<file path="src/rtl/ptw_pkg.sv">
package ptw_pkg;

    localparam int unsigned ADDR_W      = 32;
    localparam int unsigned OFF_W       = 12;
    localparam int unsigned IDX_W       = 10;
    localparam int unsigned LEVELS      = 2;
    localparam int unsigned PTE_BYTES   = 4;

    localparam int unsigned VPN_W       = IDX_W * LEVELS;
    localparam int unsigned FRAME_W     = ADDR_W - OFF_W;
    localparam int unsigned PTE_W       = PTE_BYTES * 8;
    localparam int unsigned ENTRY_SHIFT = $clog2(PTE_BYTES);
    localparam int unsigned FLAG_W      = 5;
    localparam int unsigned SPARE_W     = PTE_W - FRAME_W - FLAG_W;

    typedef enum logic [2:0] {
        ST_IDLE,
        ST_L1_REQ,
        ST_L1_WAIT,
        ST_L2_REQ,
        ST_L2_WAIT,
        ST_DONE,
        ST_FAULT
    } walk_state_e;

    typedef struct packed {
        logic [FRAME_W-1:0] frame;
        logic [SPARE_W-1:0] spare;
        logic               dirty;
        logic               writable;
        logic               readable;
        logic               resident;
        logic               valid;
    } pte_t;

endpackage

</file>
<file path="src/rtl/ptw_addr_gen.sv">
module ptw_addr_gen #(
    parameter int unsigned AW    = 32,
    parameter int unsigned IW    = 10,
    parameter int unsigned SHIFT = 2
) (
    input  logic [AW-1:0] base,
    input  logic [IW-1:0] idx,
    output logic [AW-1:0] addr
);
    localparam int unsigned PAD_W = AW - IW - SHIFT;

    logic [AW-1:0] offset;

    assign offset = {{PAD_W{1'b0}}, idx, {SHIFT{1'b0}}};
    assign addr   = base + offset;
endmodule

</file>
<file path="src/rtl/ptw_pte_decode.sv">
module ptw_pte_decode
    import ptw_pkg::*;
(
    input  logic [PTE_W-1:0]   raw,
    output logic [FRAME_W-1:0] frame,
    output logic               perm_r,
    output logic               perm_w,
    output logic               dirty,
    output logic               table_ok,
    output logic               leaf_ok,
    output logic [ADDR_W-1:0]  next_base
);
    pte_t ent;
    logic unused_spare;

    assign ent          = pte_t'(raw);
    assign unused_spare = ^ent.spare;

    assign frame     = ent.frame;
    assign perm_r    = ent.readable;
    assign perm_w    = ent.writable;
    assign dirty     = ent.dirty;
    assign table_ok  = ent.valid;
    assign leaf_ok   = ent.valid & ent.resident;
    assign next_base = {ent.frame, {OFF_W{1'b0}}};
endmodule

</file>
<file path="src/rtl/pt_walker.sv">
module pt_walker
    import ptw_pkg::*;
(
    input  logic               clk,
    input  logic               rst_n,
    input  logic               walk_start,
    input  logic [VPN_W-1:0]   walk_vpn,
    input  logic [ADDR_W-1:0]  root_base,
    output logic               busy,
    output logic               mem_req,
    output logic [ADDR_W-1:0]  mem_addr,
    input  logic               mem_gnt,
    input  logic               mem_rvalid,
    input  logic [PTE_W-1:0]   mem_rdata,
    output logic               rsp_valid,
    output logic               rsp_fault,
    output logic               rsp_fault_lvl,
    output logic [FRAME_W-1:0] rsp_ppn,
    output logic               rsp_r,
    output logic               rsp_w,
    output logic               rsp_d
);

    walk_state_e state_q, state_d;

    logic [VPN_W-1:0]   vpn_q;
    logic [ADDR_W-1:0]  root_q;
    logic [ADDR_W-1:0]  next_base_q;
    logic [FRAME_W-1:0] res_ppn_q;
    logic               res_r_q;
    logic               res_w_q;
    logic               res_d_q;
    logic               fault_lvl_q;

    // Per-level table base, index and computed entry address
    logic [ADDR_W-1:0] lvl_base [LEVELS];
    logic [IDX_W-1:0]  lvl_idx  [LEVELS];
    logic [ADDR_W-1:0] lvl_addr [LEVELS];

    assign lvl_base[0] = root_q;
    assign lvl_base[1] = next_base_q;

    for (genvar g = 0; g < LEVELS; g++) begin : g_level
        assign lvl_idx[g] = vpn_q[VPN_W-1-g*IDX_W -: IDX_W];

        ptw_addr_gen #(
            .AW    (ADDR_W),
            .IW    (IDX_W),
            .SHIFT (ENTRY_SHIFT)
        ) u_addr (
            .base (lvl_base[g]),
            .idx  (lvl_idx[g]),
            .addr (lvl_addr[g])
        );
    end

    // Decode of the entry arriving on the read port
    logic [FRAME_W-1:0] dec_frame;
    logic               dec_r;
    logic               dec_w;
    logic               dec_d;
    logic               dec_table_ok;
    logic               dec_leaf_ok;
    logic [ADDR_W-1:0]  dec_next_base;

    ptw_pte_decode u_dec (
        .raw       (mem_rdata),
        .frame     (dec_frame),
        .perm_r    (dec_r),
        .perm_w    (dec_w),
        .dirty     (dec_d),
        .table_ok  (dec_table_ok),
        .leaf_ok   (dec_leaf_ok),
        .next_base (dec_next_base)
    );

    // State register
    always_ff @(posedge clk) begin
        if (!rst_n) begin
            state_q <= ST_IDLE;
        end else begin
            state_q <= state_d;
        end
    end

    // Next-state logic
    always_comb begin
        state_d = state_q;
        unique case (state_q)
            ST_IDLE: begin
                if (walk_start) state_d = ST_L1_REQ;
            end
            ST_L1_REQ: begin
                if (mem_gnt) state_d = ST_L1_WAIT;
            end
            ST_L1_WAIT: begin
                if (mem_rvalid) state_d = dec_table_ok ? ST_L2_REQ : ST_FAULT;
            end
            ST_L2_REQ: begin
                if (mem_gnt) state_d = ST_L2_WAIT;
            end
            ST_L2_WAIT: begin
                if (mem_rvalid) state_d = dec_leaf_ok ? ST_DONE : ST_FAULT;
            end
            ST_DONE:  state_d = ST_IDLE;
            ST_FAULT: state_d = ST_IDLE;
            default:  state_d = ST_IDLE;
        endcase
    end

    // Walk context and result capture
    always_ff @(posedge clk) begin
        if (!rst_n) begin
            vpn_q       <= '0;
            root_q      <= '0;
            next_base_q <= '0;
            res_ppn_q   <= '0;
            res_r_q     <= 1'b0;
            res_w_q     <= 1'b0;
            res_d_q     <= 1'b0;
            fault_lvl_q <= 1'b0;
        end else begin
            if (state_q == ST_IDLE && walk_start) begin
                vpn_q  <= walk_vpn;
                root_q <= root_base;
            end
            if (state_q == ST_L1_WAIT && mem_rvalid) begin
                next_base_q <= dec_next_base;
                fault_lvl_q <= 1'b0;
            end
            if (state_q == ST_L2_WAIT && mem_rvalid) begin
                res_ppn_q   <= dec_frame;
                res_r_q     <= dec_r;
                res_w_q     <= dec_w;
                res_d_q     <= dec_d;
                fault_lvl_q <= 1'b1;
            end
        end
    end

    // Outputs
    always_comb begin
        busy          = 1'b1;
        mem_req       = 1'b0;
        mem_addr      = '0;
        rsp_valid     = 1'b0;
        rsp_fault     = 1'b0;
        rsp_fault_lvl = 1'b0;
        rsp_ppn       = '0;
        rsp_r         = 1'b0;
        rsp_w         = 1'b0;
        rsp_d         = 1'b0;
        unique case (state_q)
            ST_IDLE: busy = 1'b0;
            ST_L1_REQ: begin
                mem_req  = 1'b1;
                mem_addr = lvl_addr[0];
            end
            ST_L2_REQ: begin
                mem_req  = 1'b1;
                mem_addr = lvl_addr[1];
            end
            ST_DONE: begin
                rsp_valid = 1'b1;
                rsp_ppn   = res_ppn_q;
                rsp_r     = res_r_q;
                rsp_w     = res_w_q;
                rsp_d     = res_d_q;
            end
            ST_FAULT: begin
                rsp_valid     = 1'b1;
                rsp_fault     = 1'b1;
                rsp_fault_lvl = fault_lvl_q;
            end
            default: ;
        endcase
    end

endmodule

</file>
<file path="config.mk">
export PLATFORM = sky130hd
export DESIGN_NAME = pt_walker
export DESIGN_NICKNAME = d
export VERILOG_FILES = /design/src/rtl/ptw_pkg.sv /design/src/rtl/ptw_addr_gen.sv /design/src/rtl/ptw_pte_decode.sv /design/src/rtl/pt_walker.sv
export SDC_FILE = /design/constraint.sdc
export NUM_CORES = 1
export LEC_CHECK = 0
export BUFFER_PORTS_ARGS = -buffer_cell sky130_fd_sc_hd__clkbuf_2
export CELL_PAD_IN_SITES_DETAIL_PLACEMENT = 1
export CELL_PAD_IN_SITES_GLOBAL_PLACEMENT = 1
export CORE_MARGIN = 8
export CORE_UTILIZATION = 27
export CTS_CLUSTER_SIZE = 16
export DETAILED_ROUTE_END_ITERATION = 16
export HOLD_SLACK_MARGIN = 0.02
export PLACE_DENSITY = 0.64
export SLEW_MARGIN = 20
export SYNTH_ARGS = -nofsm -noshare
export SYNTH_HDL_FRONTEND = slang
export SYNTH_SLANG_ARGS = --single-unit
</file>
<file path="constraint.sdc">
create_clock -name clk -period 3.1 [get_ports clk]
set_input_delay 0.465 -clock clk [delete_from_list [all_inputs] [get_ports clk]]
set_output_delay 0.465 -clock clk [all_outputs]
set_load 0.005 [all_outputs]
</file>
==> Implementation_results.wiki, run 1 <==
{| class="wikitable"
! Metric !! Value
|-
| Result of the run || finished clean
|-
| Wire length of the first global-routing pass || 27,700 um
|-
| Area share of fa/ha/maj cells after synthesis || 0.0280
|-
| Register-to-register setup slack || around 770 ps
|-
| Die Wd || 154 um
|-
| Root Driver || sky130_fd_sc_hd__clkbuf_16
|-
| Final global-route overflow total || 0
|-
| Top achievable clock speed || 325 MHz
|-
| Dominant cell type by area after synthesis || sky130_fd_sc_hd__dfxtp_1
|-
| Initial Util || 0.276
|-
| Port buffer count || 141
|-
| CTS HTree Levels || 3
|-
| Cell breakdown of the critical path || ha_4, buf_6, a21o_1, nand4_1, a21oi_4, o41ai_4, buf_6, or4_1, a31oi_1, buf_2
|-
| Wire length reported by the detailed router || 17,400 um
|-
| Post-synthesis xor/xnor area fraction || 0.0220
|-
| Min-Delay Startpoint || root_base[2]
|-
| Hold WC Path Type || primary input to flop
|-
| RSZ-0062 raised after global routing || true
|-
| EDFF count, synth || 0
|-
| Share of flip-flops with an asynchronous set or reset after synthesis || 0
|-
| Cell types with the largest area share after synthesis || sky130_fd_sc_hd__dfxtp_1, sky130_fd_sc_hd__nand2_1, sky130_fd_sc_hd__a21boi_0
|-
| Overall routing resource usage || 0.144
|-
| Largest driver fanout on the critical path || 5
|-
| Setup crit end kind || primary output
|-
| Proportion of netlist area held by the largest area contributor || 0.383
|-
| End of the worst register-to-register path || next_base_q[13]$_SDFFE_PN0P_
|-
| Most repeated cell in the gate-level netlist after synthesis || sky130_fd_sc_hd__nand2_1
|-
| Ratio of total power to cell area || 625 nW/um^2
|-
| Largest net degree at the start of global routing || 62
|-
| CP Buf/Inv Count || 3
|-
| Detailed-routing iteration count for the pre-antenna-repair pass || 4
|-
| Most prevalent standard cell on the critical path || sky130_fd_sc_hd__buf_6
|-
| Worst path arrival time || 2610 ps
|-
| Worst-Margin Slew || 1050 ps
|-
| Cell-internal power || 2630 uW
|-
| Io pins || 149
|-
| Endpoint of the worst setup timing path || mem_addr[23]
|-
| Compound-gate portion of the synthesized area || 0.257
|-
| Die area || around 24,000 um^2
|-
| Clk sink count || slightly below 100
|-
| Fraction of final layout cells sized beyond drive strength 1 || 0.280
|-
| Number of hold violations in the final report || 0
|-
| Placeable Area || ~19,000 um^2
|-
| P&R area growth vs syn || 30.9%
|-
| Synthesis-stage register bit count || 99
|-
| End-of-flow core utilization || 0.361
|-
| DRC || 0
|-
| Std-Cell Rows || 50
|-
| Worst Setup Start Kind || flop
|-
| Startpoint of the worst register-to-register path || state_q[1]$_SDFFE_PN0P_
|-
| Post-synthesis cell area || 5180 um^2
|-
| Static leakage || around 0.0026 uW
|-
| Maximum number of buffers from clock root to sink || 2
|-
| Number of vias in the routed layout || 5,059
|-
| Mux cell area share after synthesis || 0.00193
|-
| Number of setup violations in the final report || 0
|-
| Clock network fraction of total power || 0.281
|-
| CTS buffer count || 9
|-
| Instance count of the mapped netlist || 685
|-
| Top Family by Delay on Critical Path || compound AO/OA/AOI/OAI gates
|-
| Number of nets in the finished design || 912
|-
| Max-slew headroom at the worst pin || 0.298
|-
| Number of max-cap violations || 0
|-
| Final period utilization || 0.993
|-
| Die span in y || about 150 um
|-
| Stage delay of the slowest cell on the critical path || 400 ps
|-
| Largest family of logic cells by synthesized area || simple AND/OR/NAND/NOR gates
|-
| Via density per instance || 4.81
|-
| Number of antenna cells inserted || 0
|-
| Reported net switching power || approximately 1600 uW
|-
| Routed wirelength normalized by instance count || around 17 um
|-
| Post-CTS clock slew at the launch and capture registers of the worst setup and hold paths || around 70 ps
|-
| Post-CTS Hold Fix Bufs || 0
|-
| Number of cells traversed by the worst register-to-register path || 6
|-
| Post-detailed-placement half-perimeter wirelength || 12,400 um
|-
| Initial DRC Count || 219
|-
| Final critical-path setup slack || 22.1 ps
|-
| TritonCTS clock tree || done
|-
| Antenna violations before repair || 0
|-
| Register area share after synthesis || 0.383
|-
| Max Slew Vio Count || 0
|-
| Skew final || 9.72 ps
|-
| Gate power share || 0.336
|-
| Insertion delay of the later-clocked pin in the worst-skew pair || 350 ps
|-
| Dpl ws || 256 ps
|-
| Type of the worst setup path || flop to primary output
|-
| Filler cell count || 2,308
|-
| Net count after synthesis || 785
|-
| Cell depth of the worst setup path || 10
|-
| Routability cong. || a little over 0.8
|-
| Top cells by instance count after synthesis || sky130_fd_sc_hd__nand2_1, sky130_fd_sc_hd__dfxtp_1, sky130_fd_sc_hd__a21boi_0
|-
| Simple-Gate Fraction of Synth Area || 0.265
|-
| Dominant register cell in the synthesized netlist || sky130_fd_sc_hd__dfxtp_1
|-
| Crit path time final || 3080 ps
|-
| Via count of the first global-routing pass || 5,118
|-
| Pwr Total || ~4200 uW
|-
| Part of the total power dissipated in sequential elements || 0.383
|-
| Switching part of the total || 0.381
|-
| Worst-path cell with the longest stage delay || sky130_fd_sc_hd__or4_1
|-
| Warnings from Yosys || 0
|-
| Beginning of the critical path || root_q[2]$_SDFFE_PN0P_
|-
| Post-Syn Area per Cell || about 7.6 um^2
|-
| Cell variety after synth || 51
|-
| Final antenna-violating net count || 0
|-
| IR drop worst, VDD || 648 uV
|-
| Worst Path Required || 2630 ps
|}
-- cell usage in the layout, fill, tap and decap left out, drive strengths merged, types with 5 or more instances in the layout --
cell type  synthesis  final
xor2              10     10
buf                6     33
ha                10     10
nor2b              5      5
or3               12     12
o21ai             38     38
and3              11     11
a21oi             30     30
nand3              7      7
a21boi            96     96
nor2              11     11
and2              27     27
nand2            214    214
inv                8     11
dfxtp             99     99
clkbuf            43    141
a31oi             11     11
-- metrics by stage --
| step | std cells | TNS (ps) | cell area (um^2) | hold slack (ps) |
|---|---|---|---|---|
| final | 1051 | 0 | 6780 | 335 |
| after global routing | 1051 | -789 | 6780 | 346 |
| after CTS | 1046 | -43.9 | 6580 | 324 |
| after detailed placement | 1024 | 0 | 6100 | 453 |
| after global placement | 1024 | 0 | 6100 | 448 |
| after floorplan | 685 | 0 | 5180 | 439 |
-- worst reg2reg max path, delay by kind of cell, from the launching register on --
family | cells | cell delay [ps]
AOI/OAI and AO/OA | 1 | 120
buffers and inverters | 2 | 410
DFF | 1 | 550
and+or+nand+nor | 3 | 1130
-- metal layers --
metal  track usage  wire length, um  vias up
met5             0                0        -
met2         0.240             8240       87
li1              -                -     2574
met4        0.0434              229        0
met1         0.188             8270     2385
met3        0.0220              704       13
-- power groups by stage --
stage | registers, uW | clock network [uW] | logic [uW]
final | 1620 | 1190 | 1420
after global routing | 1650 | 1280 | 1600
after CTS | 1620 | 1230 | 1380
after detailed placement | 1640 | 0 | 1330
after global placement | 1630 | 0 | 1320
after floorplan | 1570 | 0 | 872
-- cell type report --
| type | instances | area [um^2] | area share |
|---|---|---|---|
| multi-input cells | 529 | 3240 | 0.478 |
| flip-flops and latches | 99 | 1990 | 0.293 |
| repair buffers | 165 | 917 | 0.135 |
| well taps | 234 | 293 | 0.0432 |
| clock buffers | 9 | 225 | 0.0332 |
| clock inverters | 7 | 83.8 | 0.0124 |
| inverters | 8 | 30.0 | 0.00443 |
-- state kept, by name (all words and copies together) (netlist names) --
name and flops:
root_q 32, lvl_idx 20, next_base_q 20, res_ppn_q 20, state_q 3, fault_lvl_q 1, res_d_q 1, res_r_q 1
res_w_q 1
-- worst min-delay path by stage --
stage	to	depth (start not counted)
5_1_grt	res_d_q$_SDFFE_PN0P_	3
6_report	root_q[2]$_SDFFE_PN0P_	3
4_1_cts	root_q[2]$_SDFFE_PN0P_	3
2_1_floorplan	res_d_q$_SDFFE_PN0P_	2
3_5_place_dp	res_ppn_q[5]$_SDFFE_PN0P_	2
3_3_place_gp	next_base_q[17]$_SDFFE_PN0P_	2
-- kinds of logic after synthesis --
group | after synthesis
flip-flops | 99
buffers and inverters | 57
AND/OR/NAND/NOR | 306
multiplexers | 1
adder cells (fa/ha/maj) | 11
AO/OA/AOI/OAI | 198
XOR/XNOR | 13
-- what timing repair did --
action	in CTS	in global routing
gates cloned	3	1
buffers inserted	3	4
pin swaps	17	21
resized for setup	34	44
setup endpoints to repair	16	22
No activity file was read; power rests on OpenSTA's default activity.
==> run 2: changes to the inputs <==
CORE_UTILIZATION = 30   (was 27)
PLACE_DENSITY = 0.7   (was 0.64)
==> run 2 against run 1 <==
Clock power is essentially flat. Clock skew fell by 1.1 ps. Total power shrank 1.1%. Die area decreased by 9.0%. Clock-buffer cell count rose by 1. Critical endpoint is now mem_addr[26]. Largest cell class unchanged.
==> Implementation_results.wiki, run 2 (same netlist as run 1, synthesis figures left out) <==
{| class="wikitable"
! Metric !! Value
|-
| CTS buffer count || 9 (unchanged)
|-
| Register with the most flip-flops || root_q
|-
| Switching part of the total || 0.373 (-0.00722)
|-
| Post-CTS Hold Fix Bufs || 0 (unchanged)
|-
| Die span in y || 147 um (-4.6%)
|-
| Insertion delay of the later-clocked pin in the worst-skew pair || 350 ps (about the same)
|-
| Gate power share || 0.342 (+0.006)
|-
| Std-Cell Rows || 48 (-4.0%)
|-
| Reported net switching power || 1570 uW (-2.9%)
|-
| Startpoint of the worst register-to-register path || state_q[1]$_SDFFE_PN0P_
|-
| CTS HTree Levels || 3 (unchanged)
|-
| Routed wirelength normalized by instance count || 16.7 um (+0.72%)
|-
| Number of setup violations in the final report || 0 (unchanged)
|-
| Post-detailed-placement half-perimeter wirelength || 12,200 um (-1.5%)
|-
| Filler cell count || 2,133 (-7.6%)
|-
| Part of the total power dissipated in sequential elements || 0.381 (-0.002)
|-
| Area used by multi-input combinational logic || 3130 um^2 (-3.4%)
|-
| Port buffer count || 141 (unchanged)
|-
| Root Driver || sky130_fd_sc_hd__clkbuf_16
|-
| Number of cells traversed by the worst register-to-register path || 6 (unchanged)
|-
| Initial Util || 0.304 (+0.0277)
|-
| Type of the worst setup path || flop to primary output
|-
| Wire length reported by the detailed router || 17,400 um (-0.14%)
|-
| Initial DRC Count || 212 (-3.2%)
|-
| Endpoint with the worst hold slack || root_q[5]$_SDFFE_PN0P_
|-
| Commonest non-fill, non-tap cells in the layout || sky130_fd_sc_hd__nand2_1, sky130_fd_sc_hd__clkbuf_2, sky130_fd_sc_hd__a21boi_0
|-
| Leading cell type in the layout, fill and taps excluded || sky130_fd_sc_hd__nand2_1
|-
| Post-CTS clock slew at the launch and capture registers of the worst setup and hold paths || 70 ps (about the same)
|-
| End of the worst register-to-register path || fault_lvl_q$_SDFFE_PN0P_
|-
| Clk sink count || 99 (unchanged)
|-
| IR drop worst, VDD || 290 uV (-55%)
|-
| Cell breakdown of the critical path || ha_4, inv_2, fa_2, nor2b_4, o2111ai_2, a21oi_2, buf_6, o211ai_1, xor2_1, a21oi_1, clkbuf_2
|-
| Maximum number of buffers from clock root to sink || 2 (unchanged)
|-
| Wire length of the first global-routing pass || 27,400 um (-0.93%)
|-
| Worst-path cell with the longest stage delay || sky130_fd_sc_hd__fa_2
|-
| Cell count of the worst hold path || 3 (unchanged)
|-
| Worst hold slack after final layout || 338 ps (+2.70 ps)
|-
| Detailed-routing iteration count for the pre-antenna-repair pass || 4 (unchanged)
|-
| Skew final || 8.66 ps (-1.06 ps)
|-
| Fraction of final layout cells sized beyond drive strength 1 || 0.266 (-0.0147)
|-
| Crit path time final || 3040 ps (-36.7 ps)
|-
| Number of nets in the finished design || 913 (+0.11%)
|-
| Stage delay of the slowest cell on the critical path || 390 ps (about the same)
|-
| Via count of the first global-routing pass || 5,108 (-0.20%)
|-
| Number of max-cap violations || 0 (unchanged)
|-
| Register-to-register setup slack || 1040 ps (+270 ps)
|-
| Number of antenna cells inserted || 0 (unchanged)
|-
| Largest driver fanout on the critical path || 6 (+1)
|-
| Final antenna-violating net count || 0 (unchanged)
|-
| Worst Setup Start Kind || flop
|-
| Die Wd || 147 um (-4.6%)
|-
| Min-Delay Startpoint || root_base[5]
|-
| Final period utilization || 0.981 (-0.0118)
|-
| Number of vias in the routed layout || 5,059 (unchanged)
|-
| DRC || 0 (unchanged)
|-
| Setup TNS Final || 0 ps (unchanged)
|-
| Io pins || 149 (unchanged)
|-
| Top Family by Delay on Critical Path || compound AO/OA/AOI/OAI gates
|-
| Pwr Total || 4200 uW (-1.1%)
|-
| Cell-internal power || 2630 uW (about the same)
|-
| Dpl ws || 169 ps (-86.7 ps)
|-
| Static leakage || 0.00264 uW (about the same)
|-
| Number of hold violations in the final report || 0 (unchanged)
|-
| Ratio of total power to cell area || 628 nW/um^2 (+0.48%)
|-
| CP Buf/Inv Count || 3 (unchanged)
|-
| RSZ-0062 raised after global routing || true
|-
| P&R area growth vs syn || 28.9%
|-
| Hold WC Path Type || primary input to flop
|-
| End-of-flow core utilization || 0.391 (+0.0302)
|-
| Max Slew Vio Count || 0 (unchanged)
|-
| Flip-flop and latch area || 1990 um^2 (-0.13%)
|-
| Setup crit end kind || primary output
|-
| Routability cong. || 0.758 (-7.1%)
|-
| TritonCTS clock tree || done
|-
| Worst Path Required || 2630 ps (about the same)
|-
| Antenna violations before repair || 0 (unchanged)
|-
| Top achievable clock speed || 329 MHz (+1.2%)
|-
| Final critical-path setup slack || 58.8 ps (+36.7 ps)
|-
| Die area || 21,700 um^2 (-9.0%)
|-
| Max-slew headroom at the worst pin || 0.392 (+0.0946)
|-
| Result of the run || finished clean
|-
| Via density per instance || 4.86 (+0.86%)
|-
| Worst path arrival time || 2580 ps (-30 ps)
|-
| Final global-route overflow total || 0 (unchanged)
|-
| Max FFs per register || 32 (unchanged)
|-
| Worst-Margin Slew || 911 ps (-138 ps)
|-
| Placeable Area || 17,100 um^2 (-9.1%)
|-
| Largest net degree at the start of global routing || 100 (+61%)
|-
| Clock network fraction of total power || 0.278 (-0.003)
|-
| Overall routing resource usage || 0.157 (+0.0130)
|}
-- run 2: how the worst max path moves through the flow --
| stage | cells after the start | start | slack, ps | end |
|---|---|---|---|---|
| final | 11 | root_q[2]$_SDFFE_PN0P_ | 60 | mem_addr[26] |
| after global routing | 11 | root_q[2]$_SDFFE_PN0P_ | -40 | mem_addr[28] |
| after CTS | 11 | root_q[2]$_SDFFE_PN0P_ | -4 | mem_addr[28] |
| after detailed placement | 11 | lvl_idx[10]$_SDFFE_PN0P_ | 170 | mem_addr[28] |
| after global placement | 11 | lvl_idx[10]$_SDFFE_PN0P_ | 190 | mem_addr[28] |
| after floorplan | 10 | lvl_idx[10]$_SDFFE_PN0P_ | 650 | mem_addr[22] |
-- run 2: repair_timing --
item,in CTS,in global routing
pin swaps,8,22
gates resized for setup,22,33
setup buffers,4,6
endpoints found under the setup margin,20,22
cloned,2,1
-- run 2: layout make-up --
type / count / area share
multi-input cells: 529 / 0.469
flip-flops and latches: 99 / 0.298
repair buffers: 166 / 0.141
well taps: 225 / 0.0422
clock buffers: 10 / 0.0358
clock inverters: 5 / 0.00956
inverters: 8 / 0.00450
-- run 2: metrics by stage --
stage	std cells	cell area (um^2)
floorplan	685	5180
global placement	1014	6110
detailed placement	1014	6110
CTS	1035	6530
global route	1042	6680
finish	1042	6680
-- run 2: worst register-to-register path, cell delays in order (launching register included) --
cell                       delay [ps]
sky130_fd_sc_hd__dfxtp_1          330
sky130_fd_sc_hd__inv_1            230
sky130_fd_sc_hd__buf_12           270
sky130_fd_sc_hd__nor2_1           150
sky130_fd_sc_hd__nand3b_1         580
sky130_fd_sc_hd__a21oi_1          340
sky130_fd_sc_hd__nor2b_1           60
-- run 2: metal layers --
layer	vias to the layer above	routed length, um	global-route usage
met5	-	0	0
met2	89	8040	0.250
met3	17	977	0.0446
met4	0	274	0.0490
li1	2568	-	-
met1	2385	8130	0.201
-- run 2: power groups by stage --
stage	clock [uW]	combinational (uW)	sequential, uW
6_report	1170	1430	1600
3_5_place_dp	0	1380	1620
4_1_cts	1210	1420	1590
3_3_place_gp	0	1360	1610
5_1_grt	1250	1620	1620
2_1_floorplan	0	872	1570
